$ cat config.mk
export PLATFORM = sky130hd
export DESIGN_NAME = err_pulse_mon
export DESIGN_NICKNAME = d
export VERILOG_FILES = /design/src/rtl/epm_pkg.sv /design/src/rtl/epm_sync.sv /design/src/rtl/epm_timer.sv /design/src/rtl/epm_classifier.sv /design/src/rtl/err_pulse_mon.sv
export SDC_FILE = /design/constraint.sdc
export NUM_CORES = 1
export LEC_CHECK = 0
export ABC_CLOCK_PERIOD_IN_PS = 9700
export BUFFER_PORTS_ARGS = -buffer_cell sky130_fd_sc_hd__buf_2
export CORE_MARGIN = 2
export CORE_UTILIZATION = 41
export DETAILED_ROUTE_END_ITERATION = 12
export PLACE_DENSITY = 0.63
export SYNTH_ARGS = -nofsm -noshare
export SYNTH_HDL_FRONTEND = slang
export SYNTH_SLANG_ARGS = --single-unit
$ cat constraint.sdc
create_clock -name clk -period 9.7 [get_ports clk]
set_input_delay 0.97 -clock clk [delete_from_list [all_inputs] [get_ports clk]]
set_output_delay 0.97 -clock clk [all_outputs]
set_load 0.01 [all_outputs]
$ cat src/rtl/epm_pkg.sv
package epm_pkg;
  typedef enum logic [2:0] {
    ST_OFF,
    ST_LP_ARM,
    ST_LP_LOW,
    ST_LP_START,
    ST_PW_WAIT,
    ST_PW_PH1,
    ST_PW_PH2
  } epm_state_e;
endpackage

$ cat src/rtl/epm_sync.sv
module epm_sync #(
  parameter int STAGES = 2
) (
  input  logic clk,
  input  logic rst,
  input  logic d_i,
  output logic q_o
);
  logic [STAGES-1:0] pipe;

  always_ff @(posedge clk) begin
    if (rst) pipe <= '0;
    else begin
      pipe[0] <= d_i;
      for (int i = 1; i < STAGES; i++) pipe[i] <= pipe[i-1];
    end
  end

  assign q_o = pipe[STAGES-1];
endmodule

$ cat src/rtl/epm_timer.sv
module epm_timer #(
  parameter int CW = 12
) (
  input  logic        clk,
  input  logic        rst,
  input  logic        restart_i,
  input  logic        edge_i,
  input  logic        tick_i,
  output logic [CW:0] cnt_o
);
  localparam logic [CW:0] SAT = '1;

  always_ff @(posedge clk) begin
    if (rst)                          cnt_o <= '0;
    else if (restart_i)               cnt_o <= '0;
    else if (edge_i)                  cnt_o <= {{CW{1'b0}}, tick_i};
    else if (tick_i && cnt_o != SAT)  cnt_o <= cnt_o + 1'b1;
  end

  // count only advances on a tick
  assert_hold_R10: assert property (@(posedge clk) disable iff (rst)
    (!tick_i && !restart_i && !edge_i) |=> $stable(cnt_o));
  // saturated count never wraps back
  assert_sat_R10: assert property (@(posedge clk) disable iff (rst)
    (cnt_o == SAT && !restart_i && !edge_i) |=> cnt_o == SAT);
endmodule

$ cat src/rtl/epm_classifier.sv
module epm_classifier
  import epm_pkg::*;
#(
  parameter int CW = 12
) (
  input  logic          clk,
  input  logic          rst,
  input  logic          en_i,
  input  logic          mode_i,
  input  logic          mode_chg_i,
  input  logic          lvl_i,
  input  logic          rise_i,
  input  logic          fall_i,
  input  logic [CW:0]   cnt_i,
  input  logic [CW-1:0] lo_min_i,
  input  logic [CW-1:0] lo_max_i,
  input  logic [CW-1:0] hi_min_i,
  input  logic [CW-1:0] hi_max_i,
  output logic          restart_o,
  output logic          err_o,
  output logic          ok_o
);
  epm_state_e state, nxt, start_st;
  logic       err_n, ok_n, edge_w;
  logic [CW:0] win, lo_max_x, run_max, end_min, end_max;

  assign edge_w   = rise_i | fall_i;
  assign lo_max_x = {1'b0, lo_max_i};
  assign win      = {1'b0, lo_max_i} + {1'b0, hi_max_i};
  // limit of the phase now running (its level is the current level)
  assign run_max  = lvl_i ? {1'b0, hi_max_i} : {1'b0, lo_max_i};
  // limits of the phase an edge just closed (its level is the opposite)
  assign end_min  = lvl_i ? {1'b0, lo_min_i} : {1'b0, hi_min_i};
  assign end_max  = lvl_i ? {1'b0, lo_max_i} : {1'b0, hi_max_i};
  assign start_st = mode_i ? ST_PW_WAIT : (lvl_i ? ST_LP_ARM : ST_LP_START);

  always_comb begin
    nxt       = state;
    err_n     = 1'b0;
    ok_n      = 1'b0;
    restart_o = 1'b0;
    if (!en_i) begin
      nxt       = ST_OFF;
      restart_o = 1'b1;
    end else if (state == ST_OFF || mode_chg_i) begin
      nxt       = start_st;
      restart_o = 1'b1;
    end else begin
      case (state)
        ST_LP_ARM: if (fall_i) nxt = ST_LP_LOW;
        ST_LP_LOW: begin
          if (rise_i) begin
            restart_o = 1'b1;
            nxt       = start_st;
            if (cnt_i > lo_max_x) err_n = 1'b1;
            else                  ok_n  = 1'b1;
          end else if (cnt_i > lo_max_x) begin
            err_n     = 1'b1;
            restart_o = 1'b1;
            nxt       = start_st;
          end
        end
        ST_LP_START: begin
          if (rise_i) begin
            restart_o = 1'b1;
            nxt       = ST_LP_ARM;
          end else if (cnt_i > win) begin
            err_n     = 1'b1;
            restart_o = 1'b1;
          end
        end
        ST_PW_WAIT: begin
          if (edge_w) nxt = ST_PW_PH1;
          else if (cnt_i > win) begin
            err_n     = 1'b1;
            restart_o = 1'b1;
          end
        end
        ST_PW_PH1, ST_PW_PH2: begin
          if (edge_w) begin
            if (cnt_i < end_min || cnt_i > end_max) begin
              err_n     = 1'b1;
              restart_o = 1'b1;
              nxt       = ST_PW_WAIT;
            end else if (state == ST_PW_PH1) begin
              nxt = ST_PW_PH2;
            end else begin
              ok_n      = 1'b1;
              restart_o = 1'b1;
              nxt       = ST_PW_WAIT;
            end
          end else if (cnt_i > run_max) begin
            err_n     = 1'b1;
            restart_o = 1'b1;
            nxt       = ST_PW_WAIT;
          end
        end
        default: begin
          nxt       = ST_OFF;
          restart_o = 1'b1;
        end
      endcase
    end
  end

  always_ff @(posedge clk) begin
    if (rst) begin
      state <= ST_OFF;
      err_o <= 1'b0;
      ok_o  <= 1'b0;
    end else begin
      state <= nxt;
      err_o <= err_n;
      ok_o  <= ok_n;
    end
  end

  assert_excl_R11: assert property (@(posedge clk) disable iff (rst)
    !(err_o && ok_o));
  assert_quiet_off_R1: assert property (@(posedge clk) disable iff (rst)
    !en_i |=> (!err_o && !ok_o));
  // a low-pulse-mode success is always judged at a rising edge
  assert_lp_ok_high_R2: assert property (@(posedge clk) disable iff (rst)
    (ok_o && !$past(mode_i)) |-> $past(lvl_i));
endmodule

$ cat src/rtl/err_pulse_mon.sv
module err_pulse_mon #(
  parameter int CW          = 12,
  parameter int SYNC_STAGES = 2
) (
  input  logic          clk,
  input  logic          rst,
  input  logic          mcu_err_i,
  input  logic          tick_i,
  input  logic          en_i,
  input  logic          mode_pwm_i,
  input  logic [CW-1:0] lo_min_i,
  input  logic [CW-1:0] lo_max_i,
  input  logic [CW-1:0] hi_min_i,
  input  logic [CW-1:0] hi_max_i,
  output logic          err_o,
  output logic          ok_o
);
  logic        lvl, lvl_q, rise, fall, mode_q, restart;
  logic [CW:0] cnt;

  epm_sync #(.STAGES(SYNC_STAGES)) u_sync (
    .clk(clk), .rst(rst), .d_i(mcu_err_i), .q_o(lvl)
  );

  always_ff @(posedge clk) begin
    if (rst) lvl_q <= 1'b0;
    else     lvl_q <= lvl;
  end

  always_ff @(posedge clk) mode_q <= mode_pwm_i;

  assign rise = lvl & ~lvl_q;
  assign fall = ~lvl & lvl_q;

  epm_timer #(.CW(CW)) u_timer (
    .clk(clk), .rst(rst), .restart_i(restart), .edge_i(rise | fall),
    .tick_i(tick_i), .cnt_o(cnt)
  );

  epm_classifier #(.CW(CW)) u_cls (
    .clk(clk), .rst(rst), .en_i(en_i), .mode_i(mode_pwm_i),
    .mode_chg_i(mode_q != mode_pwm_i), .lvl_i(lvl), .rise_i(rise),
    .fall_i(fall), .cnt_i(cnt), .lo_min_i(lo_min_i), .lo_max_i(lo_max_i),
    .hi_min_i(hi_min_i), .hi_max_i(hi_max_i), .restart_o(restart),
    .err_o(err_o), .ok_o(ok_o)
  );

  assert_modeflip_R9: assert property (@(posedge clk) disable iff (rst)
    (mode_pwm_i != $past(mode_pwm_i)) |=> (!err_o && !ok_o));
endmodule

**Word-level counts from Yosys, hierarchy flattened**

Index checks and enable logic that the tools add are counted.

- Bits in registers: 22
- Input port bits: 54
- Output and inout port bits: 2
- Logic and storage cells: 84

- Add/subtract/negate cells: 2
- $lt $le $gt $ge: 5
- Equal/unequal tests: 13
- Mux-type cells: 39
- Bitwise logic cells: 6
- Reductions and logical operators: 11

Operator list:

| kind | count |
|---|---|
| greater-than comparator 13 x 12 -> 1 bit | 3 |
| 2-to-1 mux 12 bit | 3 |
| 2-to-1 mux 3 bit | 10 |
| 2-to-1 mux 1 bit | 20 |
| one-hot mux 3 bit (5 select lines) | 1 |
| adder 12 x 12 -> 13 bit | 1 |
| adder 13 x 1 -> 13 bit, second input constant | 1 |
| greater-than comparator 13 bit | 1 |
| less-than comparator 13 x 12 -> 1 bit | 1 |
| != test 13 bit, second input constant | 1 |
| equality test 3 bit, second input constant | 3 |
| != test 3 x 1 -> 1 bit, second input constant | 3 |
| != test 4 x 1 -> 1 bit, second input constant | 2 |
| equality test 3 x 2 -> 1 bit, second input constant | 2 |
| OR reduction 2 bit | 3 |
| OR reduction 3 bit | 2 |
| one-hot mux 1 bit (5 select lines) | 1 |
| AND reduction 5 bit | 1 |
| 2-to-1 mux 2 bit | 2 |
| one-hot mux 1 bit (4 select lines) | 1 |
| equality test 3 x 1 -> 1 bit, second input constant | 1 |
| logical NOT 3 bit | 1 |
| NOT 1 bit | 3 |
| bitwise AND 1 bit | 2 |
| other kinds (6) | 7 |

**Longest topological paths before layout**

Gate-level depths: netlist of the first run.

- Word-level depth: 9
- Depth in mapped cells: 21
- Mapped depth without buffers: 20

**By module**

Synthesis of the first run repeated with hierarchy kept, for this count alone.

- Cell total of the unflattened synthesis: 438
- Area, all modules: 3,547.2 sq um

Modules (own cells, without submodules):

| module | instances | cells an instance | area each (sq um) |
|---|---|---|---|
| epm_classifier | 1 | 348 | 2,753.9 |
| epm_timer | 1 | 77 | 649.4 |
| err_pulse_mon | 1 | 9 | 91.3 |
| epm_sync | 1 | 4 | 52.6 |

**Least setup slack after synthesis of the first run**

No wires, ideal clock.

- Path kind: input to register
- From: input port lo_max_i[0]
- To: register u_timer.cnt_o[4]
- Setup time: 0.115 ns
- Arrival time: 4.048 ns
- Data required time: 9.585 ns
- Slack: 5.537 ns
- Stages on the path: 21
- Buffers on the path: 1
- Cells stage by stage: ha_1 > inv_1 > fa_1 > nor2b_1 > o21ai_0 > nand2b_1 > a21o_1 > a21o_1 > a31oi_1 > o211ai_1 > xnor2_1 > ha_1 > nand3_1 > nor3_1 > o31ai_1 > a22oi_1 > nand2_1 > a21o_1 > nand4_1 > buf_4 > nor2_1

- Word-level cells in the longest chain between the ends: 9
- Elaborated cells on any way between the ends: 20

Ends and longest elaborated chain:

| what | RTL line | RTL |
|---|---|---|
| start: declaration | err_pulse_mon.sv:12 | `input logic [CW-1:0] lo_max_i,` |
| branches (longest 5 deep; another with adder 12 x 12 -> 13 bit) | -- |  |
| one-hot mux 1 bit (5 select lines) (*) | epm_classifier.sv:49 | `case (state)` |
| 2-to-1 mux 1 bit (*) | epm_classifier.sv:45 | `end else if (state == ST_OFF \|\| mode_chg_i) begin` |
| 2-to-1 mux 1 bit (*) | epm_classifier.sv:42 | `if (!en_i) begin` |
| OR reduction 3 bit (no source line) (*) | -- |  |
| end signal: assignment | epm_timer.sv:16 | `else if (edge_i) cnt_o <= {{CW{1'b0}}, tick_i};` |
| end signal: assignment | epm_timer.sv:17 | `else if (tick_i && cnt_o != SAT) cnt_o <= cnt_o + 1'b1;` |
| end: declaration | epm_timer.sv:9 | `output logic [CW:0] cnt_o` |

Every way passes the cells marked *.
A chain may end at the register's enable or synchronous reset.

**Worst setup path after layout of the first run**

- From: input port lo_max_i[0]
- To: register u_timer.cnt_o[1]

Same word-level chain as after synthesis.

==> impl_summary.md, run 1 <==
Outcome
The run finished with clean final reports.

Place
The placer congestion estimate is 0.842. The total placed cells including tap cells is 571. The count of port buffers added during placement is 55. After detailed placement, the total cell area comes to 0.00378 mm^2. Summed over all nets, the half-perimeter wirelength after detailed placement is 6.92 mm.

Global routing
The initial antenna violation count came to 0. The first global-routing pass estimated 13.8 mm of wire. The pin count of the biggest net entering global routing is 23.

The global-route usage over all layers is 19.0%. The number of global-route vias before repair is 3,060. Summed over all layers, the global routing overflow is 0.

Pwr
Summed over all nets, the switching power comes to 0.0000938 W. The share of power burned in registers is 33.4%. In this run, the clock network consumes 29.1% of the power. The relative contribution of combinational cells to total power is 37.5%. The worst-case vdd ir drop is 0.0000565 V. The power density over the cells is 75.7 mW/mm^2. The leakage dissipation is 1.78 nW. Net switching is 32.1% of the power. The internal power of the cells is 0.000198 W.

Clock tree
The number of H-tree branching levels is 1. The total setup buffers inserted after CTS is 0. The clock latency on the worst-skew pair is 0.26 ns.

The number of gates resized after CTS was 0. Clock-pin slew was measured on the worst setup and hold paths at 0.08 ns. The number of buffers between clock root and the deepest sink is 2. TritonCTS built the clock tree. In this run, CTS created clock tree buffers numbering 3.

The root buffer cell is clkbuf_8. The clock net sink count is 22. The number of buffers inserted by hold repair at cts is 0.

Route
Summing over every cut layer, the via total after detailed routing is 3,171. The vias per cell is 5.51. The highest routed metal layer is met4. The final routed wirelength across all metal layers is 8.35 mm.

In the final routed layout, each cell accounts on average for 14.5 um. The initial detailed-routing violation count is 84. The routed design uses 239 um of met3 wire. Wire segments on met2 add up to 4.05 mm in the final route. The first TritonRoute pass finished after 4 iterations.

The post-detailed-route count of antenna-violating nets is 0. For this block, wires on met1 add up to 4.01 mm. After detailed routing, the number of remaining DRC violations is 0.

Timing
Setup total negative slack on the finished layout was measured at 0 ns. The slew at the pin closest to its max-slew limit is 0.627 ns. The maximum clock skew at final layout is 0.00977 ns.

Setup violations remaining at the end of the flow were counted as 0. The max-slew violation count is 0. The maximum clock frequency is 215 MHz. After layout, the worst path uses 48.0% of the clock period.

Setup repair after global routing left no endpoint under its margin. For the finished layout, the period the worst path requires is 4.66 ns. The count of endpoints failing hold in the final timing report came to 0. The worst slew slack as a fraction of its limit is 57.6%.

Die
The floorplan step defined a die boundary enclosing 0.00906 mm^2. 56 I/O pins were placed. The core outline area is 0.00813 mm^2.

The number of cell rows is 33. The floorplan step set the die width to 95.2 um. The initial cell density of the core is 41.9%. The height of the die is 95.2 um.

Worst setup path
For flop-to-flop paths, the worst setup slack is 5.73 ns. The most critical setup path has its startpoint at lo_max_i[0]. Following the worst setup path forward leads to its endpoint at u_timer.cnt_o[1]$_SDFFE_PP0P_. The type of element capturing the critical path is a flop. The critical path is of the input pin to flop type. The data required time at the worst endpoint is 9.89 ns. The worst register-to-register path begins at u_sync.pipe[1]$_SDFF_PP0_. The depth of the worst register-to-register path is 9. The kind of start point of the critical path is an input pin. STA puts the critical path data arrival time at 4.85 ns.

The worst reg2reg path endpoint is u_timer.cnt_o[1]$_SDFFE_PP0P_. In this run the worst path has a maximum fanout of 12.

Job
The reported max-cap violation count is 0.

Synthesis
The average cell area after synthesis is 8.14 um^2. After technology mapping, the gate count stands at 419. The share of the Yosys chip area taken by registers is 12.9%. The fraction of synthesis flops using an asynchronous set or reset pin is 0%. Counting flops with a built-in enable in the synthesized netlist gives 0. The most used flip-flop cell after synthesis is dfxtp_1. The synthesized area is 0.00341 mm^2. The synthesized netlist contains 49 unique library cells. Counting flops and latches in the post-synthesis netlist gives 22. Counting every net in the synthesized netlist gives 549.

For this run, the number of Yosys warnings is 0.

Finish
The filler cells instantiated in the layout total 817. The post-layout net count is 601. From synthesis to final layout, the design area changed by 12.9%. The post-route non-filler standard cell count is 575. The sequential cells in the finished layout cover a total of 442 um^2. The area of all placed cells without fillers is 0.00385 mm^2.

The library cell used most frequently in the layout, excluding fill and tap cells, is ha_1. The library cells used most frequently in the layout, excluding fill and tap cells, are 75 x ha_1, 55 x buf_2, 34 x mux2i_1, 33 x nor2_1, 30 x a21oi_1. 0 antenna diodes ended up in the layout. The share of cells above drive strength 1 is 16.0%. The area taken by multi-input logic gates is 0.00282 mm^2.

Hold path
The path category of the worst min-delay check is flop to flop.
[critical path, stage by stage]
cell	delay, ns
buf_2	0.12
ha_1	0.21
inv_1	0.07
fa_1	0.22
nor2b_1	0.06
o21ai_0	0.15
nand2b_1	0.10
a21o_1	0.19
a21o_1	0.20
a31oi_1	0.26
o211ai_1	0.19
o31ai_1	0.27
ha_1	0.29
nand3_1	0.12
o22ai_1	0.08
a211oi_1	0.23
a22oi_1	0.16
a21oi_1	0.21
nand4_1	0.47
a21oi_1	0.27
[routing by layer]
metal | GRT usage (%) | vias up
met5 | 0 | -
met4 | 2.29 | 0
met3 | 2.13 | 8
met2 | 35.0 | 46
met1 | 24.2 | 1454
li1 | - | 1663
[Yosys cell counts, types with 3 or more instances]
cell | n | area [um^2]
a211oi_1 | 9 | 67.6
a21o_1 | 14 | 105
a21oi_1 | 30 | 150
a31oi_1 | 4 | 25.0
buf_1 | 6 | 22.5
dfxtp_1 | 22 | 440
ha_1 | 75 | 938
inv_1 | 27 | 101
mux2_2 | 4 | 45.0
mux2i_1 | 34 | 340
nand2_1 | 29 | 109
nand2b_1 | 7 | 43.8
nand3_1 | 14 | 70.1
nand4_1 | 12 | 75.1
nor2_1 | 33 | 124
nor2b_1 | 9 | 56.3
nor3_1 | 15 | 75.1
o211ai_1 | 5 | 37.5
o21ai_0 | 10 | 50.1
o221ai_1 | 3 | 26.3
xnor2_1 | 16 | 140
xor2_1 | 7 | 61.3
[power groups by stage]
stage | Sequential [W] | Combinational (W) | Clock [W]
global route | 0.0000980 | 0.000125 | 0.0000889
global placement | 0.0000995 | 0.000107 | 0
finish | 0.0000974 | 0.000109 | 0.0000850
CTS | 0.0000973 | 0.000110 | 0.0000866
detailed placement | 0.0000994 | 0.000109 | 0
floorplan | 0.0000958 | 0.0000811 | 0
[cell type report]
cell class / count / share of cell area (%)
clock buffers: 3 / 1.07
flip-flops and latches: 22 / 11.5
repair buffers: 56 / 7.34
well taps: 105 / 3.41
inverters: 28 / 2.73
clock inverters: 1 / 0.779
multi-input cells: 360 / 73.2
[sequential cells by signal, summed over array words and instances, names as in the netlist]
| name | count |
|---|---|
| lvl_q | 1 |
| mode_q | 1 |
| u_cls.err_o | 1 |
| u_cls.ok_o | 1 |
| u_cls.state | 3 |
| u_sync.pipe | 2 |
| u_timer.cnt_o | 13 |
[worst min-delay path by stage]
stage,from,end,slack [ns],cells past startpoint
after floorplan,u_sync.pipe[0]$_SDFF_PP0_,u_sync.pipe[1]$_SDFF_PP0_,0.41,1
after global placement,u_sync.pipe[0]$_SDFF_PP0_,u_sync.pipe[1]$_SDFF_PP0_,0.42,1
after detailed placement,u_sync.pipe[0]$_SDFF_PP0_,u_sync.pipe[1]$_SDFF_PP0_,0.43,1
after CTS,u_sync.pipe[0]$_SDFF_PP0_,u_sync.pipe[1]$_SDFF_PP0_,0.44,1
after global routing,u_sync.pipe[0]$_SDFF_PP0_,u_sync.pipe[1]$_SDFF_PP0_,0.45,1
final,u_sync.pipe[0]$_SDFF_PP0_,u_sync.pipe[1]$_SDFF_PP0_,0.44,1
[kinds of logic after synthesis]
group	count (synthesis)	synth area share, %
and+or+nand+nor	132	19.8
AOI/OAI and AO/OA	91	17.6
adders and majority gates	76	28.1
muxes	38	11.3
buffers and inverters	37	4.40
xor gates and xnor gates	23	5.91
DFF	22	12.9
[through the flow]
stage	power [W]	utilization (%)	worst slack [ns]	hold slack (ns)
after floorplan	0.000177	-	5.54	0.414
after global placement	0.000206	46.5	5.00	0.419
after detailed placement	0.000208	46.5	4.81	0.427
after CTS	0.000293	47.4	5.07	0.444
after global routing	0.000312	47.4	4.71	0.451
final	0.000292	47.4	5.04	0.441
No activity file was read; power rests on OpenSTA's default activity.
==> inputs of run 2 (changes only) <==
Settings changed: ABC_CLOCK_PERIOD_IN_PS 9700 to 3800, PLACE_DENSITY 0.63 to 0.65.
Clock period 9.7 ns to 3.8 ns, I/O delays scaled along.
==> run 2 against run 1 <==
Net effect: power increased to 2.6 times the previous value; clock skew increased by 0.0011 ns; first-iteration DRC count increased by 14%; global-route usage increased by 0.51 points; critical path type unchanged; setup slack got worse by 4.8 ns; sequential share of layout area decreased by 0.46 points; via count increased by 0.66%; largest power group unchanged; non-clock buffer count increased by 14; flip-flop and latch count unchanged; clock power increased to 2.6 times the previous value; utilization increased by 2.0 points; design area increased by 4.2%.
==> impl_summary.md, run 2 (synthesis results as in run 1) <==
Global routing
The global routing stage identified its most utilized layer as met2. The pin count of the biggest net entering global routing is 23. In the global route stage, met1 resource usage came out at 25.4%. The initial antenna violation count came to 0. The global-route usage over all layers is 19.5%. The number of global-route vias before repair is 3,131. The met2 track demand over resource in global routing is 34.6%. Global routing used 2.37% of the available met3 tracks.

The remaining global-route overflow is 0. The first global-routing pass estimated 14.2 mm of wire.

Die
56 I/O pins were placed. The die covers 0.00906 mm^2. The core outline area is 0.00813 mm^2. Measured along the x axis, the die boundary spans 95.2 um. The initial cell density of the core is 41.9%. The height of the die is 95.2 um. After floorplanning, the core was divided into 33 placement rows.

Pwr
Power comes to 0.000769 W. The internal power of the cells is 0.000518 W. Per report_power, the clock group accounts for 28.6% of the total. Per report_power, the sequential group accounts for 32.1% of the total. Power spread over the standard cell area amounts to 192 mW/mm^2.

The net switching share of the total power is 32.7%. The switching power of the nets is 0.000251 W. The share of total power dissipated in combinational logic is 39.3%.

The worst-case vdd ir drop is 0.000229 V. The leakage dissipation is 1.87 nW.

Timing
The final critical-path share of the clock period is 93.8%. The maximum clock frequency is 281 MHz. The worst slew slack as a fraction of its limit is 61.9%.

The worst path in the final design needs a cycle of 3.56 ns, including I/O delays and setup. The max-slew violation count was 0. Setup violations remaining at the end of the flow were counted as 0. At the pin with the least slew margin, the transition time is 0.563 ns. Summed over all failing endpoints, the final setup total negative slack is 0 ns. The count of endpoints failing hold in the final timing report is 0. Between clock sinks in the finished design, the worst skew comes to 0.0109 ns.

Route
For this run, design rule violations remaining after detail routing come to 0. Once detail routing completed, the nets flagged for antenna violations numbered 0. For this run, the detailed router's first-pass iteration total came to 4.

The detailed router placed 3,192 vias in this run. In the routed layout, each cell is associated on average with a via count of 5.42. The routed design has 8.48 mm of wire.

The initial detailed-routing violation count is 96. The per-cell routed wire length is 14.4 um.

Finish
The most common cell after layout, fill and taps aside is ha_1. In the layout the commonest cells are 75 x ha_1, 55 x buf_2, 34 x mux2i_1, 33 x nor2_1. The register with the most flip-flops in the layout has 13 of them. The growth of design area from synthesis to finish is 17.7%. Cells fill 49.3% of the core in the end.

The register with the highest flop count is u_timer.cnt_o. The post-layout net count is 615. The repair_antennas step left the layout with diodes totalling 0.

In the final layout, the registers with the most flip-flops are u_timer.cnt_o x13, u_cls.state x3, u_sync.pipe x2. In the final layout, the share of cells above drive strength 1 is 20.0%.

Hold path
The worst hold path passes through 2 cells. The path category of the worst min-delay check is input pin to flop. The hold path startpoint is rst. The worst hold path terminates at lvl_q$_SDFF_PP0_.

Worst setup path
The worst register-to-register path has a setup slack of 0.52 ns. STA classifies the critical path startpoint as an input pin. The highest cell delay on the worst timing path is 0.26 ns.

At the worst endpoint, the required time is 3.97 ns. Measured in cells, the most critical reg-to-reg path has a length of 12. The critical setup path kind is input pin to flop.

The worst reg2reg path endpoint is u_timer.cnt_o[8]$_SDFFE_PP0P_. The critical register-to-register path startpoint is u_sync.pipe[1]$_SDFF_PP0_. The signal on the critical path passes through buf_2 > ha_1 > inv_1 > fa_2 > nor2b_1 > o21ai_1 > nand2b_1 > a21o_1 > a21o_1 > a31oi_2 > o211ai_1 > o31ai_2 > ha_1 > nand3_2 > nor3_4 > o31ai_1 > a22oi_2 > nand2_1 > a21o_1 > nand4_1 > buf_4 > nor2_1. Among the stages of the critical path, the cell type that occurs most often is a21o_1. The signal arrival time at the worst endpoint is 3.74 ns. The critical-path maximum fanout is 7. The type of element capturing the critical path is a flop. Among all stages on the critical path, the largest delay is contributed by o31ai_2.

Place
During placement, the flow inserted port buffers numbering 55. The HPWL after detailed placement is 7.14 mm. The congestion estimate from routability-driven global placement came to 0.902.

Clock tree
The clock net sink count is 22. The clock latency on the worst-skew pair is 0.27 ns. The number of buffers between clock root and the deepest sink is 2. TritonCTS built the clock tree. Buffers inserted during clock tree synthesis total 3. CTS built an H-tree with a depth of 1.

The root buffer cell is clkbuf_8. The clock transition at the register clock pins on the worst setup and hold paths after CTS is 0.08 ns. The total setup buffers inserted after CTS is 0.

Job
The reported max-cap violation count is 0.

Outcome
The flow ran to the end, and the final reports show no timing, DRC or antenna violations.
==> run 2: power groups by stage <==
stage / clock (W) / combinational (W) / sequential, W
2_1_floorplan: 0 / 0.000207 / 0.000245
3_3_place_gp: 0 / 0.000286 / 0.000252
3_5_place_dp: 0 / 0.000293 / 0.000252
4_1_cts: 0.000222 / 0.000295 / 0.000247
5_1_grt: 0.000231 / 0.000344 / 0.000248
6_report: 0.000220 / 0.000303 / 0.000247
==> run 2: timing repair <==
item | in CTS | in global routing
setup endpoints to repair | 0 | 14
gates resized for setup | 0 | 10
hold buffers | 0 | 0
==> run 2: layout make-up <==
class	instances	area, um^2
repair buffers	70	400
multi-input cells	360	2860
fillers	807	4120
well taps	105	131
inverters	28	105
clock inverters	1	30.0
flip-flops and latches	22	442
clock buffers	3	41.3
==> run 2: how the worst max path moves through the flow <==
stage / startpoint / to / slack (ns) / cells past startpoint
2_1_floorplan: lo_max_i[0] / u_timer.cnt_o[4]$_SDFFE_PP0P_ / 0.23 / 21
3_3_place_gp: lo_max_i[0] / u_timer.cnt_o[7]$_SDFFE_PP0P_ / -0.11 / 22
3_5_place_dp: lo_max_i[0] / u_timer.cnt_o[7]$_SDFFE_PP0P_ / -0.26 / 22
4_1_cts: lo_max_i[0] / u_timer.cnt_o[8]$_SDFFE_PP0P_ / 0.03 / 22
5_1_grt: lo_max_i[0] / u_timer.cnt_o[8]$_SDFFE_PP0P_ / -0.05 / 22
6_report: lo_max_i[0] / u_timer.cnt_o[8]$_SDFFE_PP0P_ / 0.24 / 22
==> run 2: through the flow <==
| step | hold WS [ns] | instances | cell area, um^2 | setup WS [ns] |
|---|---|---|---|---|
| after floorplan | 0.408 | 419 | 3410 | 0.227 |
| after global placement | 0.430 | 585 | 3900 | -0.115 |
| after detailed placement | 0.438 | 585 | 3900 | -0.259 |
| after CTS | 0.324 | 589 | 3970 | 0.0263 |
| after global routing | 0.328 | 589 | 4010 | -0.0524 |
| final | 0.325 | 589 | 4010 | 0.236 |
==> run 2: worst max-delay path, delay by kind of cell <==
| kind | cells | cell delay (ns) |
|---|---|---|
| AOI/OAI and AO/OA | 9 | 1.71 |
| adders and majority gates | 3 | 0.64 |
| and+or+nand+nor | 7 | 0.66 |
| buffers and inverters | 3 | 0.35 |
==> run 2: routing by layer <==
layer	vias to the layer above	wire, um
li1	1686	-
met1	1427	3940
met2	65	4070
met3	14	366
met4	0	109
met5	-	0
==> inputs of run 3 (changes only) <==
Settings changed: CELL_PAD_IN_SITES_DETAIL_PLACEMENT set to 1, CELL_PAD_IN_SITES_GLOBAL_PLACEMENT set to 1, CORE_UTILIZATION 41 to 25, PLACE_DENSITY 0.65 to 0.56, RECOVER_POWER set to 100.
==> run 3 against run 2 <==
Net effect: hold slack improved by 0.011 ns; power rose by 9.2%; highest routed layer unchanged; cell count rose by 15%; design area rose by 8.8%; routed wire length rose by 26%; critical endpoint is now u_timer.cnt_o[9]$_SDFFE_PP0P_; sequential share of layout area fell by 0.92 points.
==> impl_summary.md, run 3 (synthesis results as in run 1) <==
Place
Routability-driven placement finished with a final weighted congestion of 0.808. The HPWL after detailed placement is 8.84 mm. The post-placement setup slack is -0.483 ns. The count of port buffers added during placement is 55.

Including well taps, the total number of placed cells is 662.

Outcome
The run finished with clean final reports.

Timing
Headroom to the max-slew limit came out at 43.4%. The final worst hold slack is 0.336 ns. Setup violations remaining at the end of the flow were counted as 0.

The maximum clock skew at final layout is 0.00282 ns. The final worst-path setup slack is 0.0760 ns. The final critical path takes up 98.0% of the cycle. The slew at the pin closest to its max-slew limit is 0.835 ns.

Setup repair after global routing could not meet its margin everywhere. The maximum clock frequency is 269 MHz. The count of endpoints failing hold in the final timing report is 0. The max-slew violation count is 0. The minimum period implied by the final worst setup slack is 3.72 ns.

Hold path
The worst hold path belongs to the class input pin to flop. For hold timing, the worst endpoint is lvl_q$_SDFF_PP0_. The hold path startpoint is rst. The worst hold path cell count is 2.

Finish
The post-route non-filler standard cell count is 678. The most common cell after layout, fill and taps aside is ha_1. The top cell types in the final layout, fill and taps aside, are 74 x ha_1, 50 x buf_2, 34 x mux2i_1, 29 x nand2_1, 29 x nor2_1. In the final layout, the share of cells above drive strength 1 is 25.1%. The growth of design area from synthesis to finish is 28.0%. The register with the most flip-flops in the layout has 13 of them. The antenna diode count is 0. The net count of the finished layout is 633.

After filler insertion, the fill cell instance count of the layout stands at 1,607. More flip-flops sit in one register than any other, and that register is u_timer.cnt_o. The largest registers in the layout are u_timer.cnt_o x13, u_cls.state x3, u_sync.pipe x2.

Route
For this block, the routed nets add up to 10.7 mm of wire. The count of nets left with antenna violations once routing finished came out at 0. The vias per cell is 4.92. After detailed routing, the number of remaining DRC violations is 0. Dividing the detail-routed wire length by the instance count gives 15.8 um. The routed layout has 3,333 vias. The detailed router finished its first iteration with 82 violations. The length of the first detailed-routing pass in iterations is 4.

Clock tree
The tree built by TritonCTS fans out to 22 sinks. CTS built an H-tree with a depth of 1. The longest clock path from root to sink contains 2 buffers. After clock tree synthesis, the clock-pin slew on the worst setup and hold paths is 0.06 ns. After clock tree synthesis, the flow added hold-fix buffers numbering 0.

The TritonCTS clock tree is yes. The root buffer cell chosen for the clock tree is clkbuf_16. At the later pin of the worst-skew pair, clock insertion delay measures 0.25 ns. The number of buffers created by CTS is 3.

Worst setup path
The type of element capturing the critical path is a flop. The critical register-to-register path startpoint is u_sync.pipe[1]$_SDFF_PP0_. The data required time at the worst endpoint is 3.94 ns. The critical path is of the input pin to flop type. The signal arrival time at the worst endpoint is 3.87 ns. The launching element of the worst setup path is hi_max_i[0]. The endpoint identified for the worst register-to-register timing path is u_timer.cnt_o[5]$_SDFFE_PP0P_.

The worst-case register-to-register setup slack is 0.26 ns. Of all nets on the critical path, the largest fanout is 6. The number of cells on the worst reg-to-reg path is 11. The kind of start point of the critical path is an input pin.

Global routing
The number of global-route vias before repair was 3,631. The global-route usage over all layers is 15.0%. The first global-routing pass estimated 17.8 mm of wire. For this run the aggregate overflow at the end of global routing stands at 0. The pin count of the biggest net entering global routing is 30.

The initial antenna violation count is 0.

Die
The die covers 0.0146 mm^2. The height of the die is 121 um. In this run the horizontal extent of the chip is 121 um. Once the floorplan was initialized, standard cells occupied 25.7% of the core. The region available for standard cell placement spans 0.0133 mm^2. 56 I/O pins were placed.

The number of cell rows is 42.

Pwr
VDD sags by at most 0.000188 V. The overall power after layout is 0.000840 W. The power density over the cells is 192 mW/mm^2. The leakage dissipation is 1.96 nW.

Job
The reported max-cap violation count is 0.
==> run 3: cell types whose count changed in the layout (fill, tap and decap cells not counted), moves of 2 or more <==
cell / delta
clkbuf_16: +4
buf_6: +3
nor2_1: -4
buf_4: +14
a21oi_1: -4
buf_2: -5
clkbuf_1: +5
a21oi_2: +4
clkbuf_8: -2
inv_1: -3
nor2_2: +3
inv_2: +2
==> run 3: worst max-delay path, cell delays in order <==
cell,delay (ns)
buf_6,0.10
ha_4,0.15
inv_2,0.05
fa_2,0.19
nor2b_1,0.05
o21ai_1,0.14
nand2b_1,0.09
a21o_1,0.19
a21o_1,0.19
a31oi_4,0.20
o211ai_1,0.16
buf_4,0.17
xnor2_2,0.12
ha_1,0.33
nand3_4,0.12
nor3_4,0.16
o31ai_2,0.10
a22oi_2,0.24
nand2_1,0.10
a21o_1,0.20
nand4_1,0.12
buf_4,0.14
clkbuf_16,0.13
nor2_1,0.04
==> run 3: how the worst max path moves through the flow <==
stage	endpoint	slack, ns	depth (start not counted)
floorplan	u_timer.cnt_o[4]$_SDFFE_PP0P_	0.23	21
global placement	u_timer.cnt_o[8]$_SDFFE_PP0P_	-0.24	22
detailed placement	u_timer.cnt_o[3]$_SDFFE_PP0P_	-0.48	22
CTS	u_timer.cnt_o[9]$_SDFFE_PP0P_	0.002	22
global route	u_timer.cnt_o[6]$_SDFFE_PP0P_	-0.18	21
finish	u_timer.cnt_o[9]$_SDFFE_PP0P_	0.08	24
==> run 3: metal layers <==
metal,GRT usage (%),wire (um),up-vias
met2,28.2,5370,33
met5,0,0,-
li1,-,-,1720
met3,1.51,186,8
met4,0.727,70,0
met1,19.4,5060,1572
==> run 3: cell type report <==
cell class                      instances  area, um^2  share of cell area, %
Sequential cell                        22         440                   10.1
Clock buffer                            4        88.8                   2.03
Inverter                               28         108                   2.46
Tap cell                              176         220                   5.04
Multi-Input combinational cell        360        2950                   67.6
Timing Repair Buffer                   88         558                   12.8
==> run 3: through the flow <==
step	util (%)	setup TNS (ns)	cell area, um^2
detailed placement	30.4	-6.21	4050
floorplan	-	0	3410
global route	32.8	-1.65	4370
finish	32.8	0	4370
global placement	30.4	-2.91	4050
CTS	32.4	0	4310
==> run 3: timing repair <==
| item | 4_1_cts | 5_1_grt |
|---|---|---|
| buffers inserted | 10 | 4 |
| cloned | 1 | 0 |
| setup endpoints to repair | 13 | 13 |
| pin swaps | 14 | 20 |
| gates resized for setup | 15 | 25 |
==> run 3: where the power goes <==
group          switching (W)  internal, W
sequential         0.0000104     0.000235
combinational       0.000188     0.000166
clock              0.0000791     0.000160
total               0.000278     0.000562
